$ cat src/rtl/irq_acc_pkg.sv
package irq_acc_pkg;
   typedef enum logic {
      UPD_RETURN = 1'b0,
      UPD_LOAD   = 1'b1
   } upd_kind_e;

   localparam int RETURN_DELAY = 2;
   localparam int LOAD_DELAY   = 3;
   localparam int LEVEL_DELAY  = 2;
   localparam int MAX_DELAY    = 3;
   localparam int DLY_CNT_W    = $clog2(MAX_DELAY + 1);
endpackage

$ cat src/rtl/irq_delayed_reg.sv
module irq_delayed_reg #(
   parameter int WIDTH = 3,
   parameter int CNT_W = 2
) (
   input  logic             clk,
   input  logic             rst_n,
   input  logic             wr_en,
   input  logic [WIDTH-1:0] wr_val,
   input  logic [CNT_W-1:0] wr_dly,
   output logic [WIDTH-1:0] eff_val
);
   generate
      if (WIDTH < 1) begin : g_bad_w
         $error("irq_delayed_reg: WIDTH must be positive");
      end
      if (CNT_W < 1) begin : g_bad_c
         $error("irq_delayed_reg: CNT_W must be positive");
      end
   endgenerate

   logic [WIDTH-1:0] pend_q;
   logic [WIDTH-1:0] eff_q;
   logic [CNT_W-1:0] cnt_q;

   always_ff @(posedge clk or negedge rst_n) begin
      if (!rst_n) begin
         pend_q <= '0;
         eff_q  <= '0;
         cnt_q  <= '0;
      end else begin
         if (cnt_q == CNT_W'(1)) eff_q <= pend_q;
         if (cnt_q != '0) cnt_q <= cnt_q - CNT_W'(1);
         if (wr_en) begin
            pend_q <= wr_val;
            cnt_q  <= wr_dly;
         end
      end
   end

   assign eff_val = eff_q;

   // value stays put while a write is still counting down
   p_hold_while_waiting_r6: assert property (@(posedge clk) disable iff (!rst_n)
      (cnt_q > CNT_W'(1)) |=> $stable(eff_q));

   // the waiting value lands on the final count
   p_commit_on_expiry_r4: assert property (@(posedge clk) disable iff (!rst_n)
      (cnt_q == CNT_W'(1)) |=> (eff_q == $past(pend_q)));

   // a write always restarts with a nonzero delay
   p_delay_nonzero_r7: assert property (@(posedge clk) disable iff (!rst_n)
      wr_en |-> (wr_dly != '0));
endmodule

$ cat src/rtl/irq_winner_sel.sv
module irq_winner_sel #(
   parameter int N_SRC = 8,
   parameter int LVL_W = 3,
   parameter int IDX_W = 3
) (
   input  logic                   gate_en,
   input  logic [N_SRC-1:0]       req,
   input  logic [N_SRC*LVL_W-1:0] lvl_flat,
   input  logic [LVL_W-1:0]       thr,
   output logic                   hit,
   output logic [IDX_W-1:0]       hit_idx,
   output logic [N_SRC-1:0]       hit_onehot
);
   logic [N_SRC-1:0] qual;

   genvar gi;
   generate
      for (gi = 0; gi < N_SRC; gi++) begin : g_qual
         assign qual[gi] = gate_en & req[gi] & (lvl_flat[gi*LVL_W +: LVL_W] > thr);
      end
   endgenerate

   logic [LVL_W-1:0] best_lvl;

   always_comb begin
      hit      = 1'b0;
      hit_idx  = '0;
      best_lvl = '0;
      for (int i = 0; i < N_SRC; i++) begin
         if (qual[i] && (!hit || (lvl_flat[i*LVL_W +: LVL_W] > best_lvl))) begin
            hit      = 1'b1;
            hit_idx  = IDX_W'(i);
            best_lvl = lvl_flat[i*LVL_W +: LVL_W];
         end
      end
   end

   always_comb begin
      hit_onehot = '0;
      if (hit) hit_onehot[hit_idx] = 1'b1;
   end
endmodule

$ cat src/rtl/irq_accept_ctrl.sv
module irq_accept_ctrl
   import irq_acc_pkg::*;
#(
   parameter int N_SRC = 8,
   parameter int LVL_W = 3,
   parameter int IDX_W = (N_SRC > 1) ? $clog2(N_SRC) : 1
) (
   input  logic             clk,
   input  logic             rst_n,
   input  logic             flag_we,
   input  logic             flag_din,
   input  logic [N_SRC-1:0] req_set,
   input  logic             thr_we,
   input  logic             thr_kind,
   input  logic [LVL_W-1:0] thr_din,
   input  logic [N_SRC-1:0] lvl_we,
   input  logic [LVL_W-1:0] lvl_din,
   output logic             acc_pulse,
   output logic [IDX_W-1:0] acc_idx,
   output logic [N_SRC-1:0] req_pend
);
   generate
      if (N_SRC < 2) begin : g_bad_n
         $error("irq_accept_ctrl: N_SRC must be at least 2");
      end
      if (LVL_W < 1) begin : g_bad_l
         $error("irq_accept_ctrl: LVL_W must be positive");
      end
      if ((1 << IDX_W) < N_SRC) begin : g_bad_i
         $error("irq_accept_ctrl: IDX_W too narrow");
      end
   endgenerate

   localparam logic [DLY_CNT_W-1:0] THR_DLY_RET  = DLY_CNT_W'(RETURN_DELAY);
   localparam logic [DLY_CNT_W-1:0] THR_DLY_LOAD = DLY_CNT_W'(LOAD_DELAY);
   localparam logic [DLY_CNT_W-1:0] LVL_DLY      = DLY_CNT_W'(LEVEL_DELAY);

   logic                   flag_q;
   logic [N_SRC-1:0]       req_q;
   logic                   acc_q;
   logic [IDX_W-1:0]       idx_q;
   logic [LVL_W-1:0]       thr_eff;
   logic [N_SRC*LVL_W-1:0] lvl_flat;
   logic [DLY_CNT_W-1:0]   thr_dly;
   logic                   win_hit;
   logic [IDX_W-1:0]       win_idx;
   logic [N_SRC-1:0]       win_oh;

   upd_kind_e kind_e;
   assign kind_e  = upd_kind_e'(thr_kind);
   assign thr_dly = (kind_e == UPD_LOAD) ? THR_DLY_LOAD : THR_DLY_RET;

   irq_delayed_reg #(.WIDTH(LVL_W), .CNT_W(DLY_CNT_W)) u_thr (
      .clk     (clk),
      .rst_n   (rst_n),
      .wr_en   (thr_we),
      .wr_val  (thr_din),
      .wr_dly  (thr_dly),
      .eff_val (thr_eff)
   );

   genvar gs;
   generate
      for (gs = 0; gs < N_SRC; gs++) begin : g_src
         irq_delayed_reg #(.WIDTH(LVL_W), .CNT_W(DLY_CNT_W)) u_lvl (
            .clk     (clk),
            .rst_n   (rst_n),
            .wr_en   (lvl_we[gs]),
            .wr_val  (lvl_din),
            .wr_dly  (LVL_DLY),
            .eff_val (lvl_flat[gs*LVL_W +: LVL_W])
         );
      end
   endgenerate

   irq_winner_sel #(.N_SRC(N_SRC), .LVL_W(LVL_W), .IDX_W(IDX_W)) u_sel (
      .gate_en    (flag_q),
      .req        (req_q),
      .lvl_flat   (lvl_flat),
      .thr        (thr_eff),
      .hit        (win_hit),
      .hit_idx    (win_idx),
      .hit_onehot (win_oh)
   );

   always_ff @(posedge clk or negedge rst_n) begin
      if (!rst_n) begin
         flag_q <= 1'b0;
         req_q  <= '0;
         acc_q  <= 1'b0;
         idx_q  <= '0;
      end else begin
         if (flag_we) flag_q <= flag_din;
         req_q <= (req_q & ~win_oh) | req_set;
         acc_q <= win_hit;
         idx_q <= win_hit ? win_idx : '0;
      end
   end

   assign acc_pulse = acc_q;
   assign acc_idx   = idx_q;
   assign req_pend  = req_q;

   // a pulse follows only a cycle with the flag set
   p_accept_needs_flag_r1: assert property (@(posedge clk) disable iff (!rst_n)
      acc_q |-> $past(flag_q));

   // the selector only names a source that is requesting
   p_winner_requested_r1: assert property (@(posedge clk) disable iff (!rst_n)
      win_hit |-> req_q[win_idx]);

   // a level-0 source never wins
   p_level_zero_idle_r2: assert property (@(posedge clk) disable iff (!rst_n)
      win_hit |-> (lvl_flat[win_idx*LVL_W +: LVL_W] != '0));

   // the top threshold blocks every source
   p_top_threshold_masks_r3: assert property (@(posedge clk) disable iff (!rst_n)
      (thr_eff == '1) |=> !acc_q);

   // the index is zero whenever there is no pulse
   p_idle_index_zero_r9: assert property (@(posedge clk) disable iff (!rst_n)
      !acc_q |-> (idx_q == '0));
endmodule

$ cat config.mk
export PLATFORM = sky130hd
export DESIGN_NAME = irq_accept_ctrl
export DESIGN_NICKNAME = d
export VERILOG_FILES = /design/src/rtl/irq_acc_pkg.sv /design/src/rtl/irq_delayed_reg.sv /design/src/rtl/irq_winner_sel.sv /design/src/rtl/irq_accept_ctrl.sv
export SDC_FILE = /design/constraint.sdc
export NUM_CORES = 1
export LEC_CHECK = 0
export CORE_MARGIN = 1.5
export CORE_UTILIZATION = 59
export CTS_CLUSTER_SIZE = 14
export DETAILED_ROUTE_END_ITERATION = 10
export PLACE_DENSITY = 0.78
export SLEW_MARGIN = 30
export SYNTH_ARGS = -nofsm -noshare
export SYNTH_HDL_FRONTEND = slang
export SYNTH_HIERARCHICAL = 1
export SYNTH_SLANG_ARGS = --single-unit
$ cat constraint.sdc
create_clock -name clk -period 12.2 [get_ports clk]
set_clock_uncertainty 0.1 [all_clocks]
set_input_delay 1.83 -clock clk [delete_from_list [all_inputs] [get_ports clk]]
set_output_delay 1.83 -clock clk [all_outputs]
set_load 0.005 [all_outputs]
### Word level (Yosys, flattened, before mapping)

Index checks and enable logic that the tools add are counted.

| cells by class | value |
|---|---|
| equal/unequal tests | 9 |
| reduce and logical (&&, ||, !) cells | 40 |
| magnitude comparators | 17 |
| mux-type cells | 45 |
| add/subtract/negate cells | 9 |
| bitwise gates (word level) | 19 |

Operator list:

| operator | count |
|---|---|
| greater-than comparator 3 bit | 15 |
| 2-to-1 mux 2 bit | 20 |
| 2-to-1 mux 3 bit | 12 |
| nonzero test 2 bit | 18 |
| == test 2 x 1 -> 1 bit (second input constant) | 9 |
| subtractor 2 x 1 -> 2 bit (second input constant) | 9 |
| bitwise AND 1 bit | 16 |
| 2-to-1 mux 1 bit | 11 |
| bitwise AND 8 bit | 1 |
| logical AND 1 bit | 8 |
| 2-to-1 mux 8 bit | 1 |
| inverter 8 bit | 1 |
| bitwise OR 8 bit | 1 |
| logical NOT 1 bit | 7 |
| logical OR 1 bit | 7 |
| less-than comparator 3 x 4 -> 1 bit (second input constant) | 1 |
| demux 1 bit (select 3 bit) | 1 |
| >= comparator 3 x 1 -> 1 bit (second input constant) | 1 |

| storage, ports and cells | value |
|---|---|
| output and inout port bits | 12 |
| bits in registers | 85 |
| bits of input ports | 28 |

### Logic depth before layout (Yosys ltp)

| logic depth | value |
|---|---|
| depth after elaboration | 39 |
| mapped depth | 64 |

### By module

The synthesis kept the hierarchy.

By module, submodules not included:

| module | area each (sq um) | instances | seq. area each (sq um) | cells each |
|---|---|---|---|---|
| irq_delayed_reg | 342.8 | 9 | 200.2 | 25 |
| irq_winner_sel | 1801.7 | 1 | 0.0 | 225 |
| irq_accept_ctrl | 456.7 | 1 | 325.3 | 35 |

### Least setup slack after synthesis

OpenSTA, ideal clock, no wires.

| timing | value |
|---|---|
| path type | register to register |
| from | reg u_thr.eff_q[1], in the netlist u_thr/eff_val[1] |
| to | reg req_q[1], in the netlist req_pend[1] |
| path slack | 1.325 ns |
| stages on the path, launching flop included | 61 |
| data arrival time | 10.657 ns |
| path through | dfrtp_1 > inv_1 > ha_1 > nor2b_4 > o311a_4 > nand3_1 > ha_1 > a211o_1 > a211oi_1 > nor2_1 > a22oi_1 > ha_1 > nor2b_1 > o21ai_0 > a32oi_1 > o21ai_0 > nor2_1 > or2_1 > (+25 left out) > a22oi_2 > ha_1 > a21o_1 > a21oi_1 > a311o_1 > a21boi_2 > buf_2 > o211a_1 > a21oi_1 > ha_1 > a21o_1 > a21oi_1 > a311oi_1 > a31oi_4 > nor2b_4 > a311oi_1 > inv_1 > a21o_1 |

| between the ends | value |
|---|---|
| word-level cells in the longest chain between the ends | 39 |
| elaborated cells on any way between the ends | 75 |
| those cells by class | order compare: 17; mux: 25; bitwise: 11; reduce/logical: 22 |

Ends and longest elaborated chain:

| element | line | text |
|---|---|---|
| start, declared | irq_delayed_reg.sv:22 | `logic [WIDTH-1:0] eff_q;` |
| start signal, assigned | irq_delayed_reg.sv:31 | `if (cnt_q == CNT_W'(1)) eff_q <= pend_q;` |
| greater-than comparator 3 bit | irq_winner_sel.sv:19 | `assign qual[gi] = gate_en & req[gi] & (lvl_flat[gi*LVL_W +: LVL_W] > thr);` |
| bitwise AND 1 bit | irq_winner_sel.sv:19 |  |
| 2-to-1 mux 3 bit / 2-to-1 mux 1 bit (equally long branches) | irq_winner_sel.sv:30 | `if (qual[i] && (!hit \|\| (lvl_flat[i*LVL_W +: LVL_W] > best_lvl))) begin` |
| greater-than comparator 3 bit / logical NOT 1 bit (equally long branches) | irq_winner_sel.sv:30 |  |
| logical OR 1 bit | irq_winner_sel.sv:30 |  |
| logical AND 1 bit | irq_winner_sel.sv:30 |  |
| 2-to-1 mux 3 bit / 2-to-1 mux 1 bit (equally long branches) | irq_winner_sel.sv:30 |  |
| greater-than comparator 3 bit / logical NOT 1 bit (equally long branches) | irq_winner_sel.sv:30 |  |
| (+24 left out) | - |  |
| logical AND 1 bit (implied by the code) | irq_winner_sel.sv:40 | `if (hit) hit_onehot[hit_idx] = 1'b1;` |
| 2-to-1 mux 1 bit (implied by the code) | irq_winner_sel.sv:40 |  |
| demux 1 bit (select 3 bit) | - |  |
| 2-to-1 mux 8 bit (*) | irq_winner_sel.sv:40 |  |
| net win_oh[1] | irq_accept_ctrl.sv:47 | `logic [N_SRC-1:0] win_oh;` |
| inverter 8 bit (*) | irq_accept_ctrl.sv:94 | `req_q <= (req_q & ~win_oh) \| req_set;` |
| bitwise AND 8 bit (*) | irq_accept_ctrl.sv:94 |  |
| bitwise OR 8 bit (*) | irq_accept_ctrl.sv:94 |  |
| end signal, assigned | irq_accept_ctrl.sv:94 |  |
| end, declared | irq_accept_ctrl.sv:39 | `logic [N_SRC-1:0] req_q;` |

Mark *: on every way through the listed nets, which the timed path passes. The rest lies on a longest branch.
A chain may end at the register's enable or synchronous reset.

### Worst setup path in the final report

Same ends and word-level chain as after synthesis.

==> summary.txt <==
result of the run: finished clean
highest-delay cell along the critical path: sky130_fd_sc_hd__a311oi_2
net count of the finished layout: 644
internal reg-to-reg setup slack: 0.59 ns
CP Capture Type: register
routed length per instance: 17.25 microns
actual transition at the worst max-transition pin: 0.7528 ns
total track usage: 25.03%
Syn. warnings: 6
endpoint of the worst hold-timing path: g_src[1].u_lvl/eff_val[2]
Critical R2R Capture: req_pend[1]
most frequently used flop master after synthesis: sky130_fd_sc_hd__dfrtp_1
layout cells sized above 1: 18.82%
number of synthesized register bits: 85
launch instance of the worst min-delay path: g_src[1].u_lvl/pend_q[2]
Most common cell on crit path: sky130_fd_sc_hd__ha_1
library cell with the largest summed area after synthesis: sky130_fd_sc_hd__dfrtp_1
maximum net fanout on the critical path: 14
number of enable-type register cells in the synthesized netlist: 0
relative slew slack: 49.81%
setup repair after global routing missed its margin: false
Mapped Avg Cell Area: 11.02 sq um
number of different library cells in the post-synthesis netlist: 60
number of top-level pins: 40
Post-Route Utilization: 70.39%
n_diodes: 0
Max-Cap Viols: 0
final global-route overflow total: 0
final RePlAce weighted congestion: 0.9791
Die Width: 98.17 microns
final-report hold violation count: 0
first-pass GRT wire length: 19,320 microns
critical path launch point: u_thr/eff_val[1]
share of the synthesized area in the top cell type: 39.80%
worst skew pair latency: 0.37 ns
initial antenna violation count: 0
Max Slew Vio Count: 0
total half-perimeter wirelength after legalization and detailed placement: 8583 microns
critical path data arrival time: 11.77 ns
Data required, critical path: 12.36 ns
total wire length after detailed routing: 11,490 microns
via count: 3,983
count of buffers inserted at the top-level ports: 39
Max Root-Sink Buffers: 2
Cell Area, Synth: 5344 sq um
number of instances in the synthesized netlist: 485
R2R depth: 56
endpoints failing setup: 0
Floorplan Core Area: 8763 sq um
clock tree from TritonCTS: yes
startpoint of the worst-slack reg-to-reg timing path: u_thr/eff_val[1]
root cell of the clock tree: sky130_fd_sc_hd__clkbuf_8
Initial Utilization: 60.98%
largest net degree at the start of global routing: 86
router iterations before antenna repair: 5
Hold Path Class: reg2reg
DP Cell Count: 644
start-to-end type of the worst setup path: reg2reg
portion of the post-synthesis area used by sequential elements: 39.80%
total number of H-tree levels: 3
CTS clock-pin slew for the worst setup and hold paths: 0.09 ns
count of routing violations after the opening detailed-route iteration: 309
sink count of the clock tree: 85
post-route ant nets: 0
final critical path time including I/O delays and setup: 11.61 ns
worst hold path depth: 1
proportion of register bits with asynchronous set or reset after synthesis: 100.0%
number of global-route vias before repair: 3,977
total clock buffers created by CTS: 9
DRC violations left: 0
period utilization: 95.13%
maximum clock rate: 0.08617 GHz
growth of design area from synthesis to finish: 15.43%
Final Non-Filler Cells: 666
area of the die: 9637 sq um
CP Launch Type: register
biggest area contributors in the synthesized netlist: sky130_fd_sc_hd__dfrtp_1 (40%), sky130_fd_sc_hd__ha_1 (15%), sky130_fd_sc_hd__mux2_2 (11%)
floorplan row count: 34
detailed-route vias per instance: 5.980
Die Height: 98.17 microns
highest cell delay on the worst timing path: 0.42 ns
layout make-up:
class                      instances  area (sq um)
clock buffer                      10         127.6
clock inverter                     6         48.80
fill                             707          2595
inverter                          47         180.2
multi-input combinational        364          3105
sequential                        85          2127
tap                              108         135.1
timing repair buffer              46         444.2
sequential cells by signal, indices dropped and copies added (netlist names):
signal,count
g_src.u_lvl/eff_val,24
g_src.u_lvl/pend_q,24
g_src.u_lvl/cnt_q,16
req_pend,8
acc_idx,3
u_thr/eff_val,3
u_thr/pend_q,3
u_thr/cnt_q,2
acc_pulse,1
flag_q,1
worst max-delay path, delay by kind of cell, from the launching register on:
kind	cells	cell delay (ns)
adder cells (fa/ha/maj)	8	2.36
AO/OA/AOI/OAI	34	6.54
flip-flops	1	0.39
AND/OR/NAND/NOR	11	1.71
buffers and inverters	3	0.36
per-stage QoR:
stage                     setup slack, ns  TNS, ns  hold WS (ns)  cell area [sq um]
final                              0.5944        0        0.3996               6168
after global placement             0.4405        0        0.3826               5896
after CTS                         0.04213        0        0.4027               6090
after global routing               0.1082        0        0.4263               6168
after floorplan                     1.325        0        0.3749               5400
after detailed placement         -0.09857  -0.1580        0.3883               5899
kinds of logic after synthesis:
logic type / count (synthesis) / share of synthesized area (%)
xor+xnor: 9 / 1.475
mux: 55 / 11.66
flops: 85 / 39.80
compound gates: 109 / 16.44
other cells: 2 / 0.1405
simple gates: 110 / 11.64
buf+inv: 52 / 4.097
fa+ha+maj: 63 / 14.75
Yosys cell counts (9+ instances only):
| cell type | n |
|---|---|
| sky130_fd_sc_hd__nor2_1 | 22 |
| sky130_fd_sc_hd__nand2b_1 | 9 |
| sky130_fd_sc_hd__xor2_1 | 9 |
| sky130_fd_sc_hd__o31a_1 | 9 |
| sky130_fd_sc_hd__nor2b_1 | 11 |
| sky130_fd_sc_hd__a21o_1 | 10 |
| sky130_fd_sc_hd__nand3_1 | 14 |
| sky130_fd_sc_hd__o21ai_0 | 20 |
| sky130_fd_sc_hd__and2_1 | 14 |
| sky130_fd_sc_hd__nand2_1 | 18 |
| sky130_fd_sc_hd__o21a_1 | 9 |
| sky130_fd_sc_hd__dfrtp_1 | 85 |
| sky130_fd_sc_hd__inv_1 | 46 |
| sky130_fd_sc_hd__mux2_2 | 54 |
| sky130_fd_sc_hd__ha_1 | 63 |
how the worst max path moves through the flow:
stage,end
2_1_floorplan,req_pend[1]
3_3_place_gp,req_pend[1]
3_5_place_dp,req_pend[1]
4_1_cts,req_pend[4]
5_1_grt,req_pend[1]
6_report,req_pend[1]
layout by cell type, fill, tap and decap left out, types with 5 or more instances in the layout:
| master | n |
|---|---|
| sky130_fd_sc_hd__a21o_1 | 10 |
| sky130_fd_sc_hd__a21oi_1 | 5 |
| sky130_fd_sc_hd__a22oi_1 | 5 |
| sky130_fd_sc_hd__a31oi_1 | 7 |
| sky130_fd_sc_hd__and2_1 | 14 |
| sky130_fd_sc_hd__buf_4 | 7 |
| sky130_fd_sc_hd__clkbuf_8 | 9 |
| sky130_fd_sc_hd__clkdlybuf4s50_1 | 38 |
| sky130_fd_sc_hd__conb_1 | 17 |
| sky130_fd_sc_hd__dfrtp_1 | 85 |
| sky130_fd_sc_hd__ha_1 | 63 |
| sky130_fd_sc_hd__inv_1 | 45 |
| sky130_fd_sc_hd__mux2_2 | 54 |
| sky130_fd_sc_hd__nand2_1 | 18 |
| sky130_fd_sc_hd__nand2b_1 | 9 |
| sky130_fd_sc_hd__nand3_1 | 14 |
| sky130_fd_sc_hd__nor2_1 | 21 |
| sky130_fd_sc_hd__nor2b_1 | 11 |
| sky130_fd_sc_hd__nor3_1 | 7 |
| sky130_fd_sc_hd__o21a_1 | 9 |
| sky130_fd_sc_hd__o21ai_0 | 17 |
| sky130_fd_sc_hd__o21ai_1 | 7 |
| sky130_fd_sc_hd__o31a_1 | 9 |
| sky130_fd_sc_hd__xor2_1 | 9 |
repair_timing:
item,in CTS,in global routing
hold buffers,0,0
setup endpoints to repair,4,11
resized for setup,2,9
cloned,0,1
setup buffers,0,5
hold endpoints to repair,0,0
pin swaps,0,1
metal layers:
metal  up-vias  global-route usage (%)  share of wire [%]
met5         -                       0                  0
met4         0                   7.909                2.2
met3        42                   5.941                6.2
met2       152                   38.83                 45
met1      1916                   34.96                 46
li1       1873                       -                  -
Power is not shown: default switching activity piles up to over one toggle a cycle in this logic, so the estimate is an artifact.
